--- src/rtl/tcc_pkg.sv ---
package tcc_pkg;

    typedef enum logic [1:0] {
        CH_OFF     = 2'd0,
        CH_CAPTURE = 2'd1,
        CH_COMPARE = 2'd2,
        CH_RSVD    = 2'd3
    } ch_mode_e;

    typedef enum logic [1:0] {
        ACT_PULSE  = 2'd0,
        ACT_TOGGLE = 2'd1,
        ACT_CLEAR  = 2'd2,
        ACT_SET    = 2'd3
    } out_act_e;

    typedef enum logic [1:0] {
        EDG_RISE  = 2'd0,
        EDG_FALL  = 2'd1,
        EDG_BOTH  = 2'd2,
        EDG_LEVEL = 2'd3
    } edge_sel_e;

endpackage

--- src/rtl/tcc_edge_sel.sv ---
module tcc_edge_sel
    import tcc_pkg::*;
#(
    parameter int NUM_SRC = 12,
    parameter int SRC_W   = $clog2(NUM_SRC)
) (
    input  logic               clk,
    input  logic               rst_n,
    input  logic [NUM_SRC-1:0] evt_i,
    input  logic [SRC_W-1:0]   src_i,
    input  edge_sel_e          edge_i,
    output logic               trig_o
);

    typedef struct packed {
        logic prev;
    } edge_st_t;

    edge_st_t st_d, st_q;
    logic     sel;
    logic     src_bad;

    assign src_bad = (int'(src_i) >= NUM_SRC);

    always_comb begin
        sel = 1'b0;
        for (int i = 0; i < NUM_SRC; i++) begin
            if (int'(src_i) == i) sel = evt_i[i];
        end
        st_d.prev = sel;
        unique case (edge_i)
            EDG_RISE: trig_o = sel & ~st_q.prev;
            EDG_FALL: trig_o = ~sel & st_q.prev;
            EDG_BOTH: trig_o = sel ^ st_q.prev;
            default:  trig_o = sel;
        endcase
    end

    always_ff @(posedge clk or negedge rst_n) begin
        if (!rst_n) st_q <= '0;
        else        st_q <= st_d;
    end


    bad_src_silent_chk: assert property (@(posedge clk) disable iff (!rst_n)
        src_bad |=> (!src_bad || !trig_o));

endmodule

--- src/rtl/tcc_cmp.sv ---
module tcc_cmp
    import tcc_pkg::*;
#(
    parameter int VAL_W  = 32,
    parameter int PRE_W  = 15,
    parameter int MASK_W = 5
) (
    input  logic              clk,
    input  logic              rst_n,
    input  logic              en_i,
    input  logic              base_i,
    input  logic [MASK_W-1:0] mask_i,
    input  logic [VAL_W-1:0]  cnt_i,
    input  logic [PRE_W-1:0]  pre_i,
    input  logic [VAL_W-1:0]  val_i,
    output logic              hit_o
);

    localparam int HI_W = VAL_W - PRE_W;

    typedef struct packed {
        logic eq_prev;
    } cmp_st_t;

    cmp_st_t          st_d, st_q;
    logic [VAL_W-1:0] comb_word;
    logic [VAL_W-1:0] word;
    logic [VAL_W-1:0] keep;
    logic             eq;

    if (HI_W > 0) begin : g_joined
        assign comb_word = {cnt_i[HI_W-1:0], pre_i};
    end else begin : g_pre_only
        assign comb_word = pre_i[VAL_W-1:0];
    end

    always_comb begin
        word         = base_i ? comb_word : cnt_i;
        keep         = {VAL_W{1'b1}} >> mask_i;
        eq           = (((word ^ val_i) & keep) == '0);
        st_d.eq_prev = en_i & eq;
        hit_o        = en_i & eq & ~st_q.eq_prev;
    end

    always_ff @(posedge clk or negedge rst_n) begin
        if (!rst_n) st_q <= '0;
        else        st_q <= st_d;
    end


    no_retrigger_chk: assert property (@(posedge clk) disable iff (!rst_n)
        hit_o |=> (!hit_o || !$stable(word) || !$stable(val_i)
                   || !$stable(keep) || !$stable(en_i)));

endmodule

--- src/rtl/tcc_out_act.sv ---
module tcc_out_act
    import tcc_pkg::*;
(
    input  logic     clk,
    input  logic     rst_n,
    input  logic     clr_i,
    input  logic     hit_i,
    input  out_act_e act_i,
    output logic     out_o
);

    typedef struct packed {
        logic out;
    } act_st_t;

    act_st_t st_d, st_q;

    always_comb begin
        st_d = st_q;
        if (clr_i) begin
            st_d.out = 1'b0;
        end else begin
            unique case (act_i)
                ACT_PULSE:  st_d.out = hit_i;
                ACT_TOGGLE: st_d.out = st_q.out ^ hit_i;
                ACT_CLEAR:  st_d.out = hit_i ? 1'b0 : st_q.out;
                default:    st_d.out = hit_i ? 1'b1 : st_q.out;
            endcase
        end
    end

    always_ff @(posedge clk or negedge rst_n) begin
        if (!rst_n) st_q <= '0;
        else        st_q <= st_d;
    end

    assign out_o = st_q.out;


    pulse_high_chk: assert property (@(posedge clk) disable iff (!rst_n)
        (!clr_i && hit_i && act_i == ACT_PULSE) |=> out_o);


    pulse_low_chk: assert property (@(posedge clk) disable iff (!rst_n)
        (!hit_i && act_i == ACT_PULSE) |=> !out_o);

endmodule

--- src/rtl/timer_cc_channel.sv ---
module timer_cc_channel
    import tcc_pkg::*;
#(
    parameter int  VAL_W   = 32,
    parameter int  PRE_W   = 15,
    parameter int  NUM_SRC = 12,
    parameter int  MASK_W  = 5,
    localparam int SRC_W   = $clog2(NUM_SRC)
) (
    input  logic               clk,
    input  logic               rst_n,
    input  logic [1:0]         cfg_mode,
    input  logic [1:0]         cfg_action,
    input  logic [1:0]         cfg_edge,
    input  logic [SRC_W-1:0]   cfg_src,
    input  logic               cfg_base,
    input  logic [MASK_W-1:0]  cfg_mask,
    input  logic [VAL_W-1:0]   cnt_i,
    input  logic [PRE_W-1:0]   precnt_i,
    input  logic [NUM_SRC-1:0] evt_in,
    input  logic               val_wr,
    input  logic [VAL_W-1:0]   val_wdata,
    output logic [VAL_W-1:0]   val_o,
    output logic               evt_o,
    output logic               out_o
);

    typedef struct packed {
        logic [VAL_W-1:0] val;
        logic             evt;
    } chan_st_t;

    chan_st_t  st_d, st_q;
    ch_mode_e  mode;
    out_act_e  act;
    edge_sel_e edg;
    logic      trig;
    logic      cap_hit;
    logic      cmp_en;
    logic      cmp_hit;
    logic      hit;
    logic      idle;

    assign mode = ch_mode_e'(cfg_mode);
    assign act  = out_act_e'(cfg_action);
    assign edg  = edge_sel_e'(cfg_edge);

    tcc_edge_sel #(
        .NUM_SRC (NUM_SRC)
    ) edge_i (
        .clk    (clk),
        .rst_n  (rst_n),
        .evt_i  (evt_in),
        .src_i  (cfg_src),
        .edge_i (edg),
        .trig_o (trig)
    );

    tcc_cmp #(
        .VAL_W  (VAL_W),
        .PRE_W  (PRE_W),
        .MASK_W (MASK_W)
    ) cmp_i (
        .clk    (clk),
        .rst_n  (rst_n),
        .en_i   (cmp_en),
        .base_i (cfg_base),
        .mask_i (cfg_mask),
        .cnt_i  (cnt_i),
        .pre_i  (precnt_i),
        .val_i  (st_q.val),
        .hit_o  (cmp_hit)
    );

    tcc_out_act act_i (
        .clk   (clk),
        .rst_n (rst_n),
        .clr_i (idle),
        .hit_i (hit),
        .act_i (act),
        .out_o (out_o)
    );

    always_comb begin
        cmp_en  = (mode == CH_COMPARE);
        cap_hit = (mode == CH_CAPTURE) & trig;
        idle    = (mode != CH_COMPARE) && (mode != CH_CAPTURE);
        hit     = cap_hit | cmp_hit;

        st_d     = st_q;
        st_d.evt = hit;
        if (cap_hit)     st_d.val = cnt_i;
        else if (val_wr) st_d.val = val_wdata;
    end

    always_ff @(posedge clk or negedge rst_n) begin
        if (!rst_n) st_q <= '0;
        else        st_q <= st_d;
    end

    assign val_o = st_q.val;
    assign evt_o = st_q.evt;


    idle_quiet_chk: assert property (@(posedge clk) disable iff (!rst_n)
        idle |=> (!evt_o && !out_o));


    capture_latch_chk: assert property (@(posedge clk) disable iff (!rst_n)
        (mode == CH_CAPTURE && trig) |=> (evt_o && val_o == $past(cnt_i)));


    evt_source_chk: assert property (@(posedge clk) disable iff (!rst_n)
        (!cap_hit && !cmp_hit) |=> !evt_o);

endmodule

--- config.mk ---
export PLATFORM = sky130hd
export DESIGN_NAME = timer_cc_channel
export DESIGN_NICKNAME = d
export VERILOG_FILES = /design/src/rtl/tcc_pkg.sv /design/src/rtl/tcc_edge_sel.sv /design/src/rtl/tcc_cmp.sv /design/src/rtl/tcc_out_act.sv /design/src/rtl/timer_cc_channel.sv
export SDC_FILE = /design/constraint.sdc
export NUM_CORES = 1
export LEC_CHECK = 0
export ABC_AREA = 1
export ABC_CLOCK_PERIOD_IN_PS = 5000
export BUFFER_PORTS_ARGS = -buffer_cell sky130_fd_sc_hd__buf_2
export CELL_PAD_IN_SITES_DETAIL_PLACEMENT = 2
export CELL_PAD_IN_SITES_GLOBAL_PLACEMENT = 2
export CORE_UTILIZATION = 26
export DETAILED_ROUTE_END_ITERATION = 16
export PLACE_DENSITY = 0.95
export SLEW_MARGIN = 20
export SYNTH_ARGS = -nofsm -noshare
export SYNTH_HDL_FRONTEND = slang
export SYNTH_HIERARCHICAL = 1
export SYNTH_SLANG_ARGS = --single-unit
export TNS_END_PERCENT = 5
--- constraint.sdc ---
create_clock -name clk -period 5 [get_ports clk]
set_clock_uncertainty 0.1 [all_clocks]
set_input_delay 0.25 -clock clk [delete_from_list [all_inputs] [get_ports clk]]
set_output_delay 0.25 -clock clk [all_outputs]
set_load 0.01 [all_outputs]
==> impl_results.md <==
- First-pass GRT wire length: 26300 microns
- Core ar.: 14100 sq um
- Maximum clock frequency: 0.385 GHz
- Synth area leaders: nand2_1 32%, dfrtp_1 24%, nand3_1 15%, inv_1 7.6%, nand2_2 4.4%
- DIE AREA: 15200 sq um
- CP required: 5.08 ns
- CP Max Fanout: 65
- Cell taking the most area after synthesis: nand2_1
- Post-synthesis adder-cell area fraction: under 10%
- Setup TNS: 0 ns
- Vias per cell: slightly below 5
- CTS hold repair buffers: 0
- Min Tclk post-route: 2.59 ns
- Mux share of post-synthesis cell area: 0%
- Worst setup margin: between 2 and 2.5 ns
- Reg area: 901 sq um
- Multi-input gate area: around 2300 sq um
- Chip width: between 100 and 150 microns
- Post-synth EDFFs: 0
- Asr flop ratio synth: 100%
- Avg WL per Cell: 17.2 microns
- Chip height: approximately 120 microns
- Outcome: finished with violations
- # DRC: 0
- Post-Syn Area per Cell: about 5.6 sq um
- Xor-xnor portion of the synthesized cell area: 0%
- Detail Route Antenna Nets: 0
- Initial core utilization: 27.1%
- Post-Syn Nets: between 700 and 800
- Crit start category: input port
- Final net count: approximately 910
- Post-synth top area share: 31.7%
- Yosys warns: 6
- VDD IR max: 0.000109 V
- DRT Pass-1 Iters: 4
- Layout cells sized above 1: 23.7%
- Clock latency on the worst-skew pair: 0.28 ns
- Final setup viols: 0
- Cells after synthesis: between 600 and 700
- Compound-Gate Fraction of Synth Area: 0.882%
- Worst hold path type: in -> async
- Pre-CTS setup slack: about 2.0 ns
- Hold WS: -0.00104 ns
- Failing checks: hold timing
- Initial antenna violation count: 2
- DRT iter0 DRCs: 166
- Most frequent cells after synthesis: 324 x nand2_1, 116 x nand3_1, 78 x inv_1
- Max-slew headroom: 38.1%
- Post-CTS Setup Repair Bufs: 0
- Vias post-DR: 4810
- Synthesized flop and latch total: 36
- Synthesized cell area: 3830 sq um
- Max Cap Viol: 0
- Top_reg_cell synth: dfrtp_1
- CTS tree: done
- Rows: 43
- Post-layout util: between 30% and 40%
- Clk sink count: 36
- Largest net degree at the start of global routing: 66
- Slew Viols, Final: 0
- Total CTS buffers: 5
- Synthesized-area fraction occupied by and/or/nand/nor cells: 58.9%
- Design Power: between 1 and 1.5 mW
- P per Cell Area: 248 nW/um^2
- Port bufs: 143
- Tcrit/Tclk final: 51.9%
- Crit Path Category: in -> reg
- Register area share after synthesis: 23.5%
- Critical Path End Type: register
- Filler cells: 1872
- Final HPWL DP: 12700 microns
- IO Count: 144
- Final Hold Vio Count: 3
- Post-synth cell types: 23
- Area Growth Syn to Fin: 21.8%
- Most frequent cell after synthesis: nand2_1
- Total global routing track utilization: 22.7%
- Vias in the first global route: 5313
- GRT overflow: 0
- Slew @ Worst Pin: 0.928 ns
- Clk buf depth: 2
- Final WL: 17000 microns
- Arrival @ worst endpoint: approximately 2.7 ns
- Root buf cell: clkbuf_16
- RSZ-0062 raised after global routing: no
- Leakage Power: 2.94 nW
- # resized after CTS: 0
- Main combinational cell family by area after synthesis: simple AND/OR/NAND/NOR gates
- Worst-path clk slew: 0.06 ns
- # H-tree levels: 2
- Placer Congestion: 0.750
==> cell families (layout without fill, tap and decap cells) <==
group,count (synthesis),after routing
adders and majority gates,4,4
and+or+nand+nor,519,519
other,0,2
buffers and inverters,118,236
DFF,36,36
AOI/OAI and AO/OA,6,6
==> metal layers <==
metal | up-vias | track usage (%) | wire length, microns
li1 | 2325 | - | -
met1 | 2332 | 26.1 | 7170
met2 | 118 | 41.5 | 8640
met3 | 35 | 3.09 | 610
met4 | 0 | 9.86 | 526
met5 | - | 0 | 0
==> placed cells by master, fill, tap and decap left out, types with 2 or more instances in the layout <==
cell | netlist | routed
nand3_1 | 116 | 116
buf_2 | 19 | 143
dfrtp_1 | 36 | 36
clkbuf_1 | 0 | 2
buf_4 | 3 | 2
diode_2 | 0 | 2
ha_1 | 4 | 4
inv_1 | 78 | 78
nand2_1 | 324 | 324
nor2_1 | 29 | 29
nand3_2 | 4 | 4
nand3b_1 | 15 | 15
nor2_2 | 2 | 2
a21oi_1 | 4 | 4
nand2_2 | 27 | 27
clkbuf_16 | 0 | 5
inv_2 | 4 | 4
==> flip-flops by register name, indices dropped and copies added, names as in the netlist <==
name         flops
edge_i/st_q      1
evt_o            1
val_o           32
act_i/out_o      1
cmp_i/st_q       1
==> final timing paths <==
path,from,end,slack [ns],cells past startpoint
worst max-delay path,cfg_src[0],act_i/out_o,2.41,18
worst max register to register,edge_i/st_q,act_i/out_o,2.61,11
max in group asynchronous,rst_n,val_o[12],4.22,1
worst min-delay path,rst_n,val_o[17],-0.001,1
worst min register to register,val_o[14],val_o[14],0.46,2
min in group clk,val_wdata[5],val_o[5],0.16,5
==> cell type report <==
class                   count  share of cell area [%]
clock buffers               8                    3.14
well taps                 180                    4.82
multi-input cells         529                    50.1
flip-flops and latches     36                    19.3
inverters                  83                    6.83
diodes                      2                   0.107
repair buffers            145                    15.7
==> per-stage QoR <==
stage	hold WS, ns	instances	instance area (sq um)
6_report	-0.00104	983	4670
5_1_grt	0.0697	983	4670
2_1_floorplan	-0.146	683	3830
4_1_cts	0.0314	981	4660
3_3_place_gp	0.332	973	4520
3_5_place_dp	0.342	973	4520
==> critical path, stage by stage <==
cell and delay (ns):
buf_2 0.14, inv_2 0.08, nand2_1 0.07, nand3_1 0.09
nand3_2 0.10, nand2_2 0.06, nand3_2 0.07, inv_2 0.04
ha_1 0.27, o221ai_1 0.13, nand2_1 0.09, nand2_1 0.10
nand2_4 0.54, nand2_1 0.28, nand2_1 0.15, nand2_1 0.05
nor2_1 0.10, nor2_1 0.05
==> where the power goes <==
group | internal [mW] | leakage [nW] | switching, mW
registers | 0.333 | 0.436 | 0.0510
logic | 0.160 | 2.43 | 0.282
clock network | 0.199 | 0.0712 | 0.130
Power figures use the tool's default switching activity.
